<file path="src/rtl/acb_unit.sv">
module acb_unit #(
  parameter int XLEN   = 64,
  parameter int PC_W   = 64,
  parameter int IMM_W  = 5,
  parameter int DISP_W = 11
) (
  input  logic              clk,
  input  logic              rst_n,
  input  logic              in_valid,
  input  logic [1:0]        in_mode,
  input  logic [2:0]        in_cond,
  input  logic              in_nullify,
  input  logic [IMM_W-1:0]  in_imm,
  input  logic [DISP_W-1:0] in_disp,
  input  logic [PC_W-1:0]   in_pc,
  input  logic [XLEN-1:0]   in_src,
  input  logic [XLEN-1:0]   in_opnd,
  output logic              out_valid,
  output logic              out_wb_en,
  output logic [XLEN-1:0]   out_wb_data,
  output logic              out_taken,
  output logic [PC_W-1:0]   out_target,
  output logic              out_nullify
);
  localparam logic [1:0] M_ADDI = 2'd0;
  localparam logic [1:0] M_ADDR = 2'd1;
  localparam logic [1:0] M_CMPI = 2'd2;
  localparam logic [1:0] M_INCC = 2'd3;

  localparam logic [2:0] C_NEVER = 3'd0;
  localparam logic [2:0] C_EQ    = 3'd1;
  localparam logic [2:0] C_LT    = 3'd2;
  localparam logic [2:0] C_LE    = 3'd3;
  localparam logic [2:0] C_GT    = 3'd4;
  localparam logic [2:0] C_GE    = 3'd5;
  localparam logic [2:0] C_OV    = 3'd6;
  localparam logic [2:0] C_CY    = 3'd7;

  localparam int SLOT_BYTES = 8;
  localparam int DISP_PAD   = PC_W - DISP_W - 2;

  logic [XLEN-1:0] imm_ext;
  logic [XLEN-1:0] addend;
  logic [XLEN:0]   sum_ext;
  logic [XLEN-1:0] sum;
  logic [XLEN-1:0] rhs;
  logic            carry, ovf, is_eq, is_lt, hit;
  logic [PC_W-1:0] disp_off, target;

  assign imm_ext = {{(XLEN-IMM_W){in_imm[IMM_W-1]}}, in_imm};

  always_comb begin
    case (in_mode)
      M_ADDR:  addend = in_opnd;
      M_INCC:  addend = XLEN'(1);
      default: addend = imm_ext;
    endcase
  end

  assign sum_ext = {1'b0, in_src} + {1'b0, addend};
  assign sum     = sum_ext[XLEN-1:0];
  assign carry   = sum_ext[XLEN];
  assign ovf     = (in_src[XLEN-1] == addend[XLEN-1]) && (sum[XLEN-1] != in_src[XLEN-1]);

  assign rhs   = (in_mode == M_INCC) ? in_opnd : '0;
  assign is_eq = (sum == rhs);
  assign is_lt = $signed(sum) < $signed(rhs);

  always_comb begin
    case (in_cond)
      C_EQ:    hit = is_eq;
      C_LT:    hit = is_lt;
      C_LE:    hit = is_lt | is_eq;
      C_GT:    hit = ~(is_lt | is_eq);
      C_GE:    hit = ~is_lt;
      C_OV:    hit = ovf;
      C_CY:    hit = carry;
      C_NEVER: hit = 1'b0;
      default: hit = 1'b0;
    endcase
  end

  assign disp_off = {{DISP_PAD{in_disp[DISP_W-1]}}, in_disp, 2'b00};
  assign target   = in_pc + PC_W'(SLOT_BYTES) + disp_off;

  always_ff @(posedge clk) begin
    if (!rst_n) begin
      out_valid   <= 1'b0;
      out_wb_en   <= 1'b0;
      out_taken   <= 1'b0;
      out_nullify <= 1'b0;
      out_wb_data <= '0;
      out_target  <= '0;
    end else begin
      out_valid   <= in_valid;
      out_wb_en   <= in_valid && (in_mode != M_CMPI);
      out_taken   <= in_valid && hit;
      out_nullify <= in_valid && in_nullify && !hit;
      if (in_valid) begin
        out_wb_data <= sum;
        out_target  <= target;
      end
    end
  end
endmodule

</file>
<file path="config.mk">
export PLATFORM = sky130hd
export DESIGN_NAME = acb_unit
export DESIGN_NICKNAME = d
export VERILOG_FILES = /design/src/rtl/acb_unit.sv
export SDC_FILE = /design/constraint.sdc
export NUM_CORES = 1
export LEC_CHECK = 0
export CORE_UTILIZATION = 45
export CTS_BUF_LIST = sky130_fd_sc_hd__clkbuf_4
export DETAILED_ROUTE_END_ITERATION = 7
export HOLD_SLACK_MARGIN = 0.1
export PLACE_DENSITY = 0.73
export REMOVE_ABC_BUFFERS = 1
export SYNTH_ARGS = -nofsm -noshare
export SYNTH_HDL_FRONTEND = slang
export SYNTH_SLANG_ARGS = --single-unit
</file>
<file path="constraint.sdc">
create_clock -name clk -period 18.75 [get_ports clk]
set_input_delay 3.75 -clock clk [delete_from_list [all_inputs] [get_ports clk]]
set_output_delay 3.75 -clock clk [all_outputs]
set_load 0.05 [all_outputs]
</file>
[Word-level counts from Yosys, hierarchy flattened]
Index checks and enable logic that the tools add are counted.
Storage, ports and cells
  flip-flop bits (word level): 132
  bits of input ports: 217
  logic and storage cells: 36
Operators by class
  add/sub/neg operators: 3
  order comparisons: 1
  eq/ne operators: 13
  multiplexer cells: 3
  bitwise logic cells: 3
  reductions and logical operators: 7
Operators with widths (number)
  64-bit one-hot mux with 2 select lines: 1
  64-bit by 64-bit adder with 65-bit output: 1
  64-bit by 4-bit adder with 64-bit output, second input constant: 1
  64-bit adder: 1
  64-bit == test: 1
  64-bit less-than comparator: 1
  64-bit 2-to-1 mux: 1
  3-bit == test, second input constant: 4
  1-bit one-hot mux with 8 select lines: 1
  3-bit by 2-bit == test with 1-bit output, second input constant: 2
  1-bit logical AND: 5
  3-bit by 1-bit == test with 1-bit output, second input constant: 1
  3-bit logical NOT: 1
  2-bit by 1-bit == test with 1-bit output, second input constant: 1
  2-bit == test, second input constant: 1
  2-bit != test, second input constant: 1
  1-bit inverter: 2
  1-bit == test: 1
  1-bit logical NOT: 1
  1-bit != test: 1
  1-bit bitwise OR: 1

[Longest topological paths before layout]
  word-level depth: 9
  depth in mapped cells: 28
  gate-level depth less buffers: 26

[Least setup slack after synthesis]
Ideal clock, no wire load.
  path kind: input port to flip-flop
  start: input port in_mode[0]
  end: register out_nullify
  arrival time: 9.261 ns
  required time: 18.690 ns
  setup slack: 9.430 ns
  stages on the path: 28
  path through: inv_1 nor2_1 clkbuf_1 a21o_1 ha_1 buf_6 nand4_4 o31ai_1 a31oi_1 o221a_2 a21boi_4 a31o_4 a31oi_4 or4_4 nand2_2 xor2_2 ha_1 nand2_1 or3_1 nor4_2 nand2_1 o41a_1 a311o_1 a21oi_1 nand2_1 o311a_1 a211oi_2 and3_1
Between the ends
  word-level cells in the longest chain between the ends: 9
  elaborated cells on any way between the ends: 16
  classes of those cells: 1 x add/sub; 1 x order compare; 5 x eq/ne; 3 x mux; 3 x bitwise; 3 x reduce/logical
RTL lines
  start: declaration: RTL line 10  | input logic [1:0] in_mode,
  2-bit == test or 2-bit by 1-bit == test with 1-bit output (tied branches): RTL line 53  | case (in_mode)
  64-bit one-hot mux with 2 select lines *: RTL line 53
  64-bit by 64-bit adder with 65-bit output *: RTL line 60  | assign sum_ext = {1'b0, in_src} + {1'b0, addend};
  net sum_ext[60]: RTL line 44  | logic [XLEN:0] sum_ext;
  64-bit less-than comparator or 64-bit == test (tied branches): RTL line 67, 66
  1-bit bitwise OR: RTL line 73, 74
  1-bit inverter: RTL line 74  | C_GT: hit = ~(is_lt | is_eq);
  1-bit one-hot mux with 8 select lines *: RTL line 70  | case (in_cond)
  1-bit logical NOT *: RTL line 98  | out_nullify <= in_valid && in_nullify && !hit;
  1-bit logical AND *: RTL line 98
  end signal: assignment: RTL line 98
  end: declaration: RTL line 23  | output logic out_nullify
The timed path passes the listed nets; every way through them passes the cells marked *.
A chain may end at the register's enable or synchronous reset.

[Worst setup path after layout]
Ends and elaborated chain as after synthesis.

==> Implementation_results.wiki <==
{| class="wikitable"
! Metric !! Value
|-
| Outcome || finished, final reports clean
|-
| Number of antenna violations at the first check in global routing || 10
|-
| Iteration-0 DRC Markers || 788
|-
| Num rows || 65
|-
| Routed Antenna Nets || 0
|-
| Residual DRC count || 0
|-
| Power per unit of standard cell area || 72.9 nW/um2
|-
| Main synth FF type || sky130_fd_sc_hd__dfxtp_1
|-
| Number of hold-repair buffers added at the cts stage || 0
|-
| Fraction of the cycle the final worst path needs || 54.2%
|-
| IO Count || 349
|-
| EDFF count, synth || 0
|-
| Length of the first detailed-routing pass in iterations || 5
|-
| Leakage power || 8.68 nW
|-
| Required @ worst endpoint || 19330 ps
|-
| Post-synthesis area per instance || 8.00 um2
|-
| Number of storage elements in the synthesis netlist || 132
|-
| Cell at the slowest stage of the critical path || sky130_fd_sc_hd__clkdlybuf4s50_1
|-
| Share of flip-flops with an asynchronous set or reset || 0%
|-
| Startpoint types || primary input
|-
| Cell seen most often among critical-path stages || sky130_fd_sc_hd__nand3_1
|-
| Detailed placement HPWL || 37000 um
|-
| Nets@finish || 2587
|-
| Post-synthesis cell type with the largest combined area || sky130_fd_sc_hd__ha_1
|-
| Minimum period implied by the final worst setup slack || 10160 ps
|-
| Core area || 31800 um2
|-
| Routed wire length || 47200 um
|-
| Biggest area contributors in the synthesized netlist || sky130_fd_sc_hd__ha_1, sky130_fd_sc_hd__dfxtp_1, sky130_fd_sc_hd__a21o_1
|-
| Worst hold path type || flop to flop
|-
| Share of post-route cells with drive strength above 1 || 4.08%
|-
| DR WL/cell || 18.3 um
|-
| Count of endpoints failing hold in the final timing report || 0
|-
| Width of the chip || 182 um
|-
| Final design utilization || 58.5%
|-
| Number of buffers on the longest clock path || 2
|-
| Count of buffers added by post-CTS timing repair for setup || 0
|-
| Inst Count DP || 2535
|-
| Biggest fanout along the worst timing path || 63
|-
| Proportion of synthesized chip area in sequential cells || 18.0%
|-
| Buffer cell driving the clock tree root || sky130_fd_sc_hd__clkbuf_4
|-
| Cell area after synthesis || 14600 um2
|-
| Number of distinct library cells after synthesis || 91
|-
| Max-slew violation count || 0
|-
| Internal portion of total power || 0.732 mW
|-
| Via count of the first global-routing pass || 14295
|-
| Switching part of the total || 46.0%
|-
| Total overflow reported by the global router || 0
|-
| Psw || 0.623 mW
|-
| Clock tree from TritonCTS || done
|-
| Sequential share of power || 25.0%
|-
| IO buf count || 348
|-
| Level count of the clock H-tree || 4
|-
| Number of sinks on the clock net || 132
|-
| Number of vias per cell || 5.69
|-
| Max cap viols || 0
|-
| Layout-stage area growth over the synthesis result || 27.0%
|-
| Pin count of the biggest net entering global routing || 64
|-
| RD Place Congestion || 0.947
|-
| Height of the chip || 182 um
|-
| CP arrival || 10750 ps
|-
| TNS Setup || 0 ps
|-
| Kind of end point of the critical path || flop
|-
| Cell with the most instances after synthesis || sky130_fd_sc_hd__ha_1
|-
| Clock buffer count from CTS || 17
|-
| Remaining max-slew budget at the tightest pin || 22.2%
|-
| Count of non-filler cells in the finished layout || 2574
|-
| Total of endpoints with negative setup slack in the final report || 0
|-
| Clock latency of the later-clocked register in the worst-skew pair || 630 ps
|-
| Relative contribution of combinational cells to total power || 58.7%
|-
| Highest cell delay on the worst timing path || 590 ps
|-
| Wire length of the first global-routing pass || 73800 um
|-
| Overall Global Routing Usage || 27.9%
|-
| Via count || 14646
|-
| Share of Yosys cell area claimed by the top area cell type || 21.3%
|-
| RSZ-0062 raised after global routing || false
|-
| Crit Path Category || primary input to flop
|-
| Transition time of the tightest slew-check pin || 1160 ps
|-
| Full die area || 33300 um2
|-
| Synthesis warning total || 0
|-
| Max Clock Skew || 0 ps
|-
| Clock Power Share || 16.3%
|-
| Post-Syn Instances || 1831
|-
| Post-cts repair resize count || 0
|-
| CTS clock-pin slew for the worst setup and hold paths || 140 ps
|-
| Maximum operating frequency || 98.4 MHz
|-
| Leading cell types by count after synthesis || sky130_fd_sc_hd__ha_1, sky130_fd_sc_hd__nand2_1, sky130_fd_sc_hd__nor2_1
|-
| Worst VDD drop || 60.0 uV
|-
| Effective utilization at floorplan || 46.1%
|}
==> worst paths after layout <==
check / startpoint / slack [ps] / endpoint / cells past startpoint
worst max-delay path: in_mode[0] / 8590 / out_nullify$_SDFF_PN0_ / 27
worst min-delay path: out_target[42]$_SDFFE_PN0P_ / 470 / out_target[42]$_SDFFE_PN0P_ / 2
worst max register to register: out_target[7]$_SDFFE_PN0P_ / 17950 / out_target[7]$_SDFFE_PN0P_ / 3
worst min register to register: out_target[42]$_SDFFE_PN0P_ / 470 / out_target[42]$_SDFFE_PN0P_ / 2
==> flip-flops by register name, indices dropped and copies added (netlist names) <==
signal,cells
out_nullify,1
out_taken,1
out_target,64
out_valid,1
out_wb_data,64
out_wb_en,1
==> placed cells by master, fill, tap and decap left out, drive strengths merged, types with 9 or more instances in the layout <==
cell type / instances
or2: 9
a211oi: 21
clkinv: 9
and3: 13
nor3: 24
o21bai: 15
xnor2: 72
nor2b: 16
nand3: 37
mux2i: 84
o211ai: 11
nand2b: 16
xor2: 46
a31oi: 23
nor2: 168
nand2: 185
inv: 42
clkdlybuf4s50: 346
o21a: 10
buf: 10
clkbuf: 18
a21oi: 159
a22o: 22
a21o: 152
o21ai: 92
dfxtp: 132
nand4: 42
and2: 10
ha: 249
nor4: 11
==> power groups by stage <==
stage / Clock (mW) / Sequential, mW / Combinational [mW]
6_report: 0.221 / 0.339 / 0.796
5_1_grt: 0.237 / 0.343 / 0.865
4_1_cts: 0.228 / 0.339 / 0.792
3_5_place_dp: 0 / 0.345 / 0.787
3_3_place_gp: 0 / 0.344 / 0.779
2_1_floorplan: 0 / 0.469 / 0.412
==> cell families (layout without fill, tap and decap cells) <==
logic type,after synthesis,in the layout,share of synthesized area (%)
DFF,132,132,18.0
other,0,7,0
xor gates and xnor gates,118,118,7.11
muxes,86,86,5.89
buffers and inverters,130,431,4.30
and+or+nand+nor,547,547,17.4
adders and majority gates,251,251,21.5
AOI/OAI and AO/OA,567,567,25.7
==> metal layers <==
| metal | global-route usage (%) | up-vias | share of wire, % | routed length, um |
|---|---|---|---|---|
| li1 | - | 7309 | - | - |
| met1 | 34.5 | 6758 | 44 | 20800 |
| met2 | 46.8 | 478 | 47 | 21900 |
| met3 | 6.03 | 93 | 6.0 | 2850 |
| met4 | 11.9 | 8 | 3.3 | 1550 |
| met5 | 0 | - | 0.13 | 62 |
==> critical path: cells and delay by family <==
kind                     cells  cell delay [ps]
AND/OR/NAND/NOR              9             1680
adder cells (fa/ha/maj)      2              650
XOR/XNOR                     1              110
buffers and inverters        3             1350
AO/OA/AOI/OAI               12             3150
==> through the flow <==
stage | setup slack, ps | power, mW | cell area [um2] | hold slack, ps
2_1_floorplan | 7930 | 0.881 | 14200 | 677
3_3_place_gp | 8040 | 1.12 | 18300 | 436
3_5_place_dp | 7920 | 1.13 | 18300 | 447
4_1_cts | 8590 | 1.36 | 18600 | 476
5_1_grt | 8090 | 1.45 | 18600 | 501
6_report | 8590 | 1.36 | 18600 | 473
==> area by class of cell <==
type	instances	area (um2)
Antenna cell	7	17.5
Clock buffer	18	135
Clock inverter	14	163
Fill cell	2906	13200
Inverter	43	163
Multi-Input combinational cell	1569	11400
Sequential cell	132	2640
Tap cell	435	544
Timing Repair Buffer	356	3540
(Power assumes the default switching activity.)
